**src/rtl/psq_pkg.sv**
```systemverilog
package psq_pkg;
  localparam int unsigned SYNC_STAGES = 2;

  typedef struct packed {
    logic int_rst;
    logic clk_en;
    logic pwr_en;
    logic long_pend;
  } psq_stat_t;

  localparam psq_stat_t STAT_RESET = '{int_rst: 1'b1, clk_en: 1'b0,
                                       pwr_en: 1'b1, long_pend: 1'b1};
endpackage

```
**src/rtl/psq_rst_sync.sv**
```systemverilog
module psq_rst_sync #(
  parameter int unsigned STAGES = psq_pkg::SYNC_STAGES
) (
  input  logic clk,
  input  logic arst_n,
  output logic rst_n_s
);
  logic [STAGES-1:0] sync_q;

  always_ff @(posedge clk or negedge arst_n) begin
    if (!arst_n) sync_q <= '0;
    else         sync_q <= {sync_q[STAGES-2:0], 1'b1};
  end

  assign rst_n_s = sync_q[STAGES-1];
endmodule

```
**src/rtl/psq_sat_cnt.sv**
```systemverilog
module psq_sat_cnt #(
  parameter int unsigned LIMIT = 8,
  localparam int unsigned W = $clog2(LIMIT + 1)
) (
  input  logic         clk,
  input  logic         rst_n,
  input  logic         run,
  output logic [W-1:0] cnt
);
  localparam logic [W-1:0] LIM = W'(LIMIT);
  logic [W-1:0] cnt_d;

  always_comb begin
    if (!run)             cnt_d = '0;
    else if (cnt == LIM)  cnt_d = cnt;
    else                  cnt_d = cnt + 1'b1;
  end

  always_ff @(posedge clk or negedge rst_n) begin
    if (!rst_n) cnt <= '0;
    else        cnt <= cnt_d;
  end
endmodule

```
**src/rtl/psq_ctrl.sv**
```systemverilog
module psq_ctrl
  import psq_pkg::*;
#(
  parameter int unsigned LONG_CYC  = 250000,
  parameter int unsigned SHORT_CYC = 1250,
  parameter int unsigned PD_CYC    = 187500,
  parameter int unsigned NPORTS    = 2,
  localparam int unsigned LW = $clog2(LONG_CYC + 1),
  localparam int unsigned PW = $clog2(PD_CYC + 1)
) (
  input  logic              clk,
  input  logic              rst_n,
  input  logic              rst_pin_n,
  input  logic              pwr_dn,
  input  logic [NPORTS-1:0] port_active,
  input  logic [LW-1:0]     lo_cnt,
  input  logic [PW-1:0]     pd_cnt,
  output psq_stat_t         stat,
  output logic [NPORTS-1:0] bus_pulse
);
  localparam logic [LW-1:0] LONG_V   = LW'(LONG_CYC);
  localparam logic [LW-1:0] SHORT_V  = LW'(SHORT_CYC);
  localparam logic [LW-1:0] LONG_M1  = LW'(LONG_CYC - 1);
  localparam logic [LW-1:0] SHORT_M1 = LW'(SHORT_CYC - 1);
  localparam logic [PW-1:0] PD_M1    = PW'(PD_CYC - 1);

  psq_stat_t         stat_d;
  logic [NPORTS-1:0] bus_d;
  logic [LW-1:0]     need, need_m1;
  logic              pin_low, reach, release_ev, pd_valid;

  always_comb begin
    need       = stat.long_pend ? LONG_V  : SHORT_V;
    need_m1    = stat.long_pend ? LONG_M1 : SHORT_M1;
    pin_low    = !rst_pin_n && !pwr_dn;
    reach      = pin_low && (lo_cnt >= need_m1);
    release_ev = rst_pin_n && !pwr_dn && (lo_cnt >= need);
    pd_valid   = pwr_dn && (pd_cnt >= PD_M1);

    stat_d.int_rst   = pwr_dn || reach || (stat.int_rst && !release_ev);
    stat_d.clk_en    = !stat.int_rst && !stat_d.int_rst;
    stat_d.pwr_en    = !pwr_dn;
    stat_d.long_pend = pd_valid || (stat.long_pend && !release_ev);
    bus_d            = release_ev ? port_active : '0;
  end

  always_ff @(posedge clk or negedge rst_n) begin
    if (!rst_n) begin
      stat      <= STAT_RESET;
      bus_pulse <= '0;
    end else begin
      stat      <= stat_d;
      bus_pulse <= bus_d;
    end
  end
endmodule

```
**src/rtl/phy_rst_pwr_seq.sv**
```systemverilog
module phy_rst_pwr_seq
  import psq_pkg::*;
#(
  parameter int unsigned LONG_CYC  = 250000,
  parameter int unsigned SHORT_CYC = 1250,
  parameter int unsigned PD_CYC    = 187500,
  parameter int unsigned NPORTS    = 2
) (
  input  logic              clk,
  input  logic              por_n,
  input  logic              rst_pin_n,
  input  logic              pwr_dn,
  input  logic [NPORTS-1:0] port_active,
  output logic              int_rst,
  output logic              sysclk_en,
  output logic [NPORTS-1:0] bus_rst_req,
  output logic              pwr_en,
  output logic              long_pend
);
  localparam int unsigned LW = $clog2(LONG_CYC + 1);
  localparam int unsigned PW = $clog2(PD_CYC + 1);

  logic          rst_sync_n;
  logic [LW-1:0] lo_cnt;
  logic [PW-1:0] pd_cnt;
  psq_stat_t     stat;

  psq_rst_sync #(.STAGES(SYNC_STAGES)) i_sync (
    .clk(clk), .arst_n(por_n), .rst_n_s(rst_sync_n)
  );

  psq_sat_cnt #(.LIMIT(LONG_CYC)) i_lo_cnt (
    .clk(clk), .rst_n(rst_sync_n), .run(!rst_pin_n && !pwr_dn), .cnt(lo_cnt)
  );

  psq_sat_cnt #(.LIMIT(PD_CYC)) i_pd_cnt (
    .clk(clk), .rst_n(rst_sync_n), .run(pwr_dn), .cnt(pd_cnt)
  );

  psq_ctrl #(
    .LONG_CYC(LONG_CYC), .SHORT_CYC(SHORT_CYC), .PD_CYC(PD_CYC), .NPORTS(NPORTS)
  ) i_ctrl (
    .clk(clk), .rst_n(rst_sync_n), .rst_pin_n(rst_pin_n), .pwr_dn(pwr_dn),
    .port_active(port_active), .lo_cnt(lo_cnt), .pd_cnt(pd_cnt),
    .stat(stat), .bus_pulse(bus_rst_req)
  );

  assign int_rst   = stat.int_rst;
  assign sysclk_en = stat.clk_en;
  assign pwr_en    = stat.pwr_en;
  assign long_pend = stat.long_pend;
endmodule

```
**config.mk**
```make
export PLATFORM = sky130hd
export DESIGN_NAME = phy_rst_pwr_seq
export DESIGN_NICKNAME = d
export VERILOG_FILES = /design/src/rtl/psq_pkg.sv /design/src/rtl/psq_rst_sync.sv /design/src/rtl/psq_sat_cnt.sv /design/src/rtl/psq_ctrl.sv /design/src/rtl/phy_rst_pwr_seq.sv
export SDC_FILE = /design/constraint.sdc
export NUM_CORES = 1
export LEC_CHECK = 0
export BUFFER_PORTS_ARGS = -buffer_cell sky130_fd_sc_hd__buf_4
export CORE_ASPECT_RATIO = 1.4
export CORE_MARGIN = 2
export CORE_UTILIZATION = 25
export DETAILED_ROUTE_END_ITERATION = 6
export GPL_TIMING_DRIVEN = 0
export PLACE_DENSITY = 0.39
export SYNTH_ARGS = -nofsm -noshare
export SYNTH_HDL_FRONTEND = slang
export SYNTH_SLANG_ARGS = --single-unit
```
**constraint.sdc**
```tcl
create_clock -name clk -period 2.9 [get_ports clk]
set_input_delay 0.29 -clock clk [delete_from_list [all_inputs] [get_ports clk]]
set_output_delay 0.29 -clock clk [all_outputs]
set_load 0.02 [all_outputs]
```
=== After elaboration in Yosys (flattened, before gate mapping) ===
Cells that the tools add are included.

* Add/sub/neg operators: 2
* Reductions and logical operators: 16
* Multiplexer cells: 7
* Eq/ne operators: 4
* Magnitude comparators: 3

{| class="wikitable"
|+ Operator list
! kind !! number
|-
| 2-to-1 mux 18 bit || 6
|-
| adder 18 x 1 -> 18 bit (second input constant) || 2
|-
| equality test 18 bit (second input constant) || 2
|-
| greater-or-equal comparator 18 bit || 2
|-
| greater-or-equal comparator 18 bit (second input constant) || 1
|-
| logical AND 1 bit || 8
|-
| logical NOT 1 bit || 5
|-
| != test 2 bit (second input constant) || 2
|-
| logical OR 1 bit || 3
|-
| 2-to-1 mux 2 bit || 1
|}

* Word-level logic and storage cells: 40
* Output and inout port bits: 6
* Flip-flop bits (word level): 44
* Input port bits: 6

=== Longest topological paths before layout ===
Gate-level depths: netlist (run 1).

* Depth in word-level cells: 8
* Gate-level depth with buffers: 7
* Depth with buffers taken out: 7

=== Cells and area by module ===
Synthesis (run 1) repeated with hierarchy kept, for this count alone.

* Cell total of the unflattened synthesis: 283
* Area, all modules: 2681.3 µm²

{| class="wikitable"
|+ Modules (own cells, without submodules)
! module !! seq. area each (µm²) !! area an instance (µm²) !! cells an instance !! times used
|-
| psq_sat_cnt at i_pd_cnt || 450.4 || 1011.0 || 108 || 1
|-
| psq_sat_cnt at i_lo_cnt || 450.4 || 975.9 || 100 || 1
|-
| psq_ctrl || 153.9 || 636.9 || 71 || 1
|-
| psq_rst_sync || 50.0 || 53.8 || 3 || 1
|-
| phy_rst_pwr_seq || 0.0 || 3.8 || 1 || 1
|}

=== Least setup slack after synthesis (run 1) ===
No wires, ideal clock.

* Path type: register to register
* Start: register i_ctrl.stat[0] (netlist name)
* End: register i_ctrl.bus_pulse[0]
* Path buffers: 0
* Data required time: 2.834 ns
* Setup slack: 0.745 ns
* Setup time: 0.066 ns
* Cell stages (with the launch flop): 8
* Data arrival time: 2.089 ns
* Period minus slack after synthesis: 2.155 ns
* Cell sequence: dfstp_2 > inv_1 > ha_1 > nand4_1 > nor4_1 > o21ai_0 > a211oi_1 > and2_1

* Cells in the longest elaborated chain, start to end: 4

{| class="wikitable"
|+ RTL lines
! what !! line !! RTL
|-
| 2-to-1 mux 18 bit || psq_ctrl.sv:33 || <nowiki>need = stat.long_pend ? LONG_V : SHORT_V;</nowiki>
|-
| greater-or-equal comparator 18 bit || psq_ctrl.sv:37 || <nowiki>release_ev = rst_pin_n && !pwr_dn && (lo_cnt >= need);</nowiki>
|-
| logical AND 1 bit || psq_ctrl.sv:37 ||
|-
| 2-to-1 mux 2 bit || psq_ctrl.sv:44 || <nowiki>bus_d = release_ev ? port_active : '0;</nowiki>
|-
| named net i_ctrl.bus_d[0] || psq_ctrl.sv:28 || <nowiki>logic [NPORTS-1:0] bus_d;</nowiki>
|-
| end signal, assigned || psq_ctrl.sv:53 || <nowiki>bus_pulse <= bus_d;</nowiki>
|-
| end, declared || psq_ctrl.sv:19 || <nowiki>output logic [NPORTS-1:0] bus_pulse</nowiki>
|}

The timed path passes the listed nets, and every way through them passes these cells.
A chain may end at the register's enable or synchronous reset.

=== Final worst setup path (run 1) ===
* Start: register i_ctrl.stat[0] (netlist name)
* End: register i_ctrl.bus_pulse[1]

* Cells in the longest elaborated chain, start to end: 4

{| class="wikitable"
|+ RTL lines
! what !! line
|-
| 2-to-1 mux 18 bit || psq_ctrl.sv:33
|-
| greater-or-equal comparator 18 bit || psq_ctrl.sv:37
|-
| logical AND 1 bit || psq_ctrl.sv:37
|-
| 2-to-1 mux 2 bit || psq_ctrl.sv:44
|-
| named net i_ctrl.bus_d[1] || psq_ctrl.sv:28
|}

The timed path passes the listed nets, and every way through them passes these cells.

==> results.cfg, run 1 <==
[synthesis]
yosys_warnings = 0
mappedNetlistArea_mm2 = 0.00244
synthFlopType = dfrtp_1
yosysSeqAreaShare = 0.453
postSynth.asyncResetShare = 1.00
synthCells = 262
synth_top_family_by_area = simple AND/OR/NAND/NOR gates
synth_mux_area_frac = 0.00821
synth_area_leaders = dfrtp_1 42%, ha_1 8.7%, nor2_1 5.2%
yosysTopAreaCellShare = 0.421
synthAdderAreaFrac = 0.0872
synth_cell_types = 38
synth_edf_count = 0
synth_compound_gate_area_share = 0.101
synth_fp_nets = 285
synthSimpleGateAreaFrac = 0.244
syn_area_per_cell_um2 = 9.31
yosysTopAreaCell = dfrtp_1
synth_xor_area_frac = 0.0790
synth-seq-cells = 44

[setup_path]
cpMaxStageDelayCell = dfstp_2
cp_max_fo = 10
arrival_ns = 2.82
crit_buf_inv = 1
slowest_delay_ns = 0.62
path_delay_family = simple AND/OR/NAND/NOR gates
worst-setup-path-type = reg -> reg
cp-end-kind = flip-flop
crit_required_ns = 3.13
crit_chain = inv_1, ha_1, nand4_1, nor4_1, o21ai_0, a211oi_1, and2_1
startpoint_type = flip-flop

[routing]
drc = 0
wire_per_inst_um = 14.5
drt-total-wl_um = 5690
vias_per_cell = 4.84
num_vias = 1903
antenna_left = 0
drtIter0Drc = 61
drtPass1Iterations = 4

[die]
fp-row-count = 42
core-area_mm2 = 0.00946
initial_core_util = 0.258
die_area_mm2 = 0.0106
chipHeight_um = 121
io_pins = 12
die_w_um = 87.5

[cells_and_area]
layout-drive-gt1-share = 0.102
seq_area_mm2 = 0.00111
area_growth_pct = 17.3
multi_input_area_mm2 = 0.00127
antenna-diode-count = 0
fill_cells = 1012
finalNonFillerCells = 393
nets = 305

[grt]
grt_pass1_vias = 1954
grt_first_pass_wirelength_um = 9760
grt_max_degree = 39
antenna_found_initial = 0
gr-total-overflow = 0
gr-usage-all-layers = 0.119

[power]
p_per_area_mw_per_mm2 = 473
p_leak_nw = 1.20
ir_drop_mv = 0.193

[sta]
hold_viol_final = 0
tightestPinTransition_ns = 0.803
fin_skew_ns = 0.00469
slew_headroom = 0.460
rsz0062_at_grt = false
setup_viol = 0
fin_crit_sh = 0.895
min_period_ns = 2.60
finalSetupTns_ns = 0
slew_violations = 0
fmaxAchievable_mhz = 385

[placement]
numPortBuffers = 11
placed_cells = 384
globalplace.congestion = 0.708
dp_hpwl_um = 4240

[clock_network]
clkSlewWorstSetupHoldPaths_ns = 0.07
cts_made_buffers = 5
cts_resized = 0
htree_num_levels = 2
clkLatencyLatePin_ns = 0.29
clock_path_buffers = 2
cts_sinks = 44
cts_tree = yes
clk_root_buffer_cell = clkbuf_16

[run]
drv_cap = 0

[run_status]
status = completed

[worst_hold_path]
min_path_type = reg -> async
==> area by class of cell <==
type | count | area share
plain buffers | 5 | 0.00699
clock buffers | 5 | 0.0437
clock inverters | 3 | 0.0162
inverters | 12 | 0.0157
multi-input cells | 201 | 0.444
flip-flops and latches | 44 | 0.386
well taps | 110 | 0.0481
repair buffers | 13 | 0.0393
==> synth_stat cells, types with 3 or more instances <==
cell type	count
nand2b_1	4
nor2_1	34
xnor2_1	11
nor4_1	3
nand3_1	13
a31oi_1	3
o21ai_0	14
xor2_1	11
dfstp_2	3
dfrtp_1	41
inv_1	12
a211oi_1	5
nand4_1	12
and2_1	4
nor3_1	8
clkbuf_1	3
and3_1	5
ha_1	17
a21oi_1	12
nand2_1	20
or3_1	6
==> worst paths after layout <==
check / to / slack, ns / cells past startpoint / from
worst max register to register: i_ctrl.bus_pulse[1] / 0.30 / 7 / i_ctrl.stat[0]
min in group clk: i_ctrl.bus_pulse[0] / 0.21 / 2 / port_active[0]
worst min register to register: i_lo_cnt.cnt[11] / 0.09 / 0 / i_sync.sync_q[1]
worst max-delay path: i_ctrl.bus_pulse[1] / 0.30 / 7 / i_ctrl.stat[0]
max in group asynchronous: i_ctrl.stat[3] / 2.31 / 1 / i_sync.sync_q[1]
worst min-delay path: i_lo_cnt.cnt[11] / 0.09 / 0 / i_sync.sync_q[1]
==> flip-flops by register name, indices dropped and copies added, names as in the netlist <==
register and flops:
i_ctrl.stat 4, i_sync.sync_q 2, i_lo_cnt.cnt 18, i_pd_cnt.cnt 18, i_ctrl.bus_pulse 2
==> where the power goes <==
part / total [mW] / internal (mW) / switching (mW)
logic: 0.0557 / 0.0199 / 0.0358
registers: 0.630 / 0.621 / 0.00852
clock network: 0.670 / 0.410 / 0.260
total: 1.35 / 1.05 / 0.304
==> layout by cell type (no fill, tap or decap), drive strengths merged, types with 2 or more instances in the layout <==
master / Yosys / routed
nand2: 20 / 20
mux2i: 2 / 2
o21ai: 14 / 14
or3: 6 / 6
nor4: 4 / 4
inv: 12 / 13
nand2b: 4 / 4
clkbuf: 3 / 8
dfstp: 3 / 3
a211oi: 5 / 5
nor2b: 2 / 2
nand4: 12 / 12
xor2: 11 / 11
xnor2: 11 / 11
ha: 17 / 17
nor3: 8 / 8
a21oi: 13 / 13
nand3: 13 / 13
nor2: 34 / 34
nand4b: 2 / 2
buf: 2 / 14
a21o: 2 / 2
and3: 5 / 5
and2: 4 / 4
dfrtp: 41 / 41
a31oi: 3 / 3
==> cell families (layout without fill, tap and decap cells) <==
family	after synthesis	count (layout)
AOI/OAI and AO/OA	41	41
xor gates and xnor gates	22	22
adders and majority gates	17	17
buffers and inverters	17	38
DFF	44	44
muxes	2	2
other	1	1
and+or+nand+nor	118	118
==> stage by stage <==
step / cell area [µm²] / total power [mW] / worst slack, ns / util / hold WS [ns]
after CTS: 2860 / 1.39 / 0.182 / 0.303 / 0.0952
after global routing: 2860 / 1.41 / 0.0899 / 0.303 / 0.106
after floorplan: 2440 / 0.671 / 0.745 / - / -0.00559
final: 2860 / 1.35 / 0.304 / 0.303 / 0.0880
after global placement: 2660 / 0.695 / 0.194 / 0.281 / 0.0732
after detailed placement: 2680 / 0.699 / 0.204 / 0.283 / 0.0756
==> per-layer routing <==
layer | up-vias | share of wire | wire, µm | GRT usage
li1 | 956 | - | - | -
met5 | - | 0 | 0 | 0
met4 | 0 | 0.018 | 104 | 0.0462
met1 | 925 | 0.44 | 2490 | 0.136
met2 | 14 | 0.53 | 3000 | 0.214
met3 | 8 | 0.018 | 104 | 0.0231
==> timing repair <==
| action | in CTS | in global routing |
|---|---|---|
| endpoints found under the hold margin | 2 | 0 |
| setup buffers | 0 | 0 |
| hold buffers | 1 | 0 |
No activity file was read; power rests on OpenSTA's default activity.
==> run 2, diff against run 1 <==
==> constraint.sdc (replaced) <==
create_clock -name clk -period 2.9 [get_ports clk]
set_input_delay 0.58 -clock clk [delete_from_list [all_inputs] [get_ports clk]]
set_output_delay 0.58 -clock clk [all_outputs]
set_load 0.02 [all_outputs]
==> run 2 against run 1 <==
  * Combinational power decreased by 2%
  * Largest cell class unchanged
  * Clock power barely moved
  * Highest routed layer unchanged
  * Critical path depth unchanged
  * Maximum frequency barely moved
  * Via count decreased by 0.26%
  * Sequential share of layout area increased by 0.14 points
  * Hold slack got worse by 0.032 ns
  * First-iteration DRC count down 8.2%
  * Sequential power about the same
==> results.cfg, run 2 (synthesis results as in run 1) <==
[run_status]
status = completed

[grt]
grt_first_pass_wirelength_um = 9720
antenna_found_initial = 0
grt_max_degree = 39
gr-usage-all-layers = 0.119
grt_pass1_vias = 1944
gr-total-overflow = 0

[clock_network]
clock_path_buffers = 2
post-cts-setup-buffer-count = 0
cts_sinks = 44
cts_hold_buf = 0
cts_made_buffers = 5
htree_num_levels = 2
cts_tree = yes
clk_root_buffer_cell = clkbuf_16
clkLatencyLatePin_ns = 0.29
clkSlewWorstSetupHoldPaths_ns = 0.07
cts_resized = 0

[routing]
wl_met3_um = 104
antenna_left = 0
drtIter0Drc = 56
drt-total-wl_um = 5690
drc = 0
drtPass1Iterations = 4
m1WireLength_um = 2490
maxUsedRoutingLayer = met4
num_vias = 1898
vias_per_cell = 4.84
wire_per_inst_um = 14.5
wl_met2_um = 2990

[placement]
dp_hpwl_um = 4240
globalplace.congestion = 0.708
dpl_worst_slack_ns = 0.204
numPortBuffers = 11

[setup_path]
reg2regPathDepth = 7
endpoint = i_ctrl.bus_pulse[1]
reg2reg_from = i_ctrl.stat[0]
arrival_ns = 2.82
cp-end-kind = flip-flop
cp-startpoint = i_ctrl.stat[0]
crit_required_ns = 3.13
cp_max_fo = 10
r2r_end = i_ctrl.bus_pulse[1]
reg2reg_slack_ns = 0.30
startpoint_type = flip-flop
worst-setup-path-type = reg -> reg

[sta]
min_period_ns = 2.60
hold_viol_final = 0
setup_viol = 0
slew_headroom = 0.427
tightestPinTransition_ns = 0.852
fmaxAchievable_mhz = 385
fin_crit_sh = 0.895
rsz0062_at_grt = false
setup_ws_ns = 0.304
fin_skew_ns = 0.00459
holdWs_ns = 0.0558
finalSetupTns_ns = 0
slew_violations = 0

[die]
io_pins = 12
die_w_um = 87.5
die_area_mm2 = 0.0106
chipHeight_um = 121
core-area_mm2 = 0.00946
fp-row-count = 42
initial_core_util = 0.258

[worst_hold_path]
min_path_type = in -> async

[power]
ir_drop_mv = 0.193
finalPower_mw = 1.35
p_leak_nw = 1.19
p_per_area_mw_per_mm2 = 475

[cells_and_area]
final_cell_mix = 40 x dfrtp_1, 34 x nor2_1, 20 x nand2_1
antenna-diode-count = 0
reg.largest.list = i_lo_cnt.cnt (18), i_pd_cnt.cnt (18), i_ctrl.stat (4)
mostFrequentLayoutCell = dfrtp_1
area_growth_pct = 16.9
layout-drive-gt1-share = 0.103
fill_cells = 1013
nets = 304

[run]
drv_cap = 0
[run 2: changes by cell type in the layout (fill, tap and decap cells not counted), sizes merged]
cell | previous run | this run
dlygate4sd3 | 1 | 0
[run 2: layout make-up]
| class | instances | area, µm² | area share |
|---|---|---|---|
| clock inverter | 3 | 46.3 | 0.0162 |
| sequential | 44 | 1110 | 0.388 |
| buffer | 5 | 20.0 | 0.00702 |
| inverter | 12 | 45.0 | 0.0158 |
| clock buffer | 5 | 125 | 0.0439 |
| multi-input combinational | 201 | 1270 | 0.445 |
| tap | 110 | 138 | 0.0482 |
| timing repair buffer | 12 | 103 | 0.0360 |
[run 2: per-layer routing]
layer	global-route usage	vias to the layer above
met5	0	-
met1	0.136	922
met4	0.0462	0
met3	0.0231	8
met2	0.213	14
li1	-	954
[run 2: critical path, cell delays in order, from the launching register on]
cell and delay, ns:
dfstp_2 0.62, inv_1 0.21, ha_1 0.36, nand4_1 0.14
nor4_1 0.33, o21ai_0 0.19, a211oi_1 0.48, and2_1 0.21
[run 2: worst min-delay path by stage]
stage	startpoint	endpoint	slack, ns	cells after the start
2_1_floorplan	por_n	i_sync.sync_q[0]	0.28	0
3_3_place_gp	i_sync.sync_q[0]	i_sync.sync_q[1]	0.33	0
3_5_place_dp	i_sync.sync_q[1]	i_lo_cnt.cnt[11]	0.09	0
4_1_cts	por_n	i_sync.sync_q[1]	0.05	1
5_1_grt	por_n	i_sync.sync_q[1]	0.04	1
6_report	por_n	i_sync.sync_q[1]	0.06	1
[run 2: power breakdown]
group          leakage (nW)  internal (mW)  switching (mW)
Combinational         0.519         0.0190          0.0356
Sequential            0.595          0.621         0.00856
Clock                0.0804          0.410           0.260
[run 2: metrics by stage]
stage          area (µm²)  instances   util
6_report             2850        392  0.302
5_1_grt              2850        392  0.302
3_3_place_gp         2660        383  0.281
2_1_floorplan        2440        262      -
4_1_cts              2850        392  0.302
3_5_place_dp         2680        384  0.283
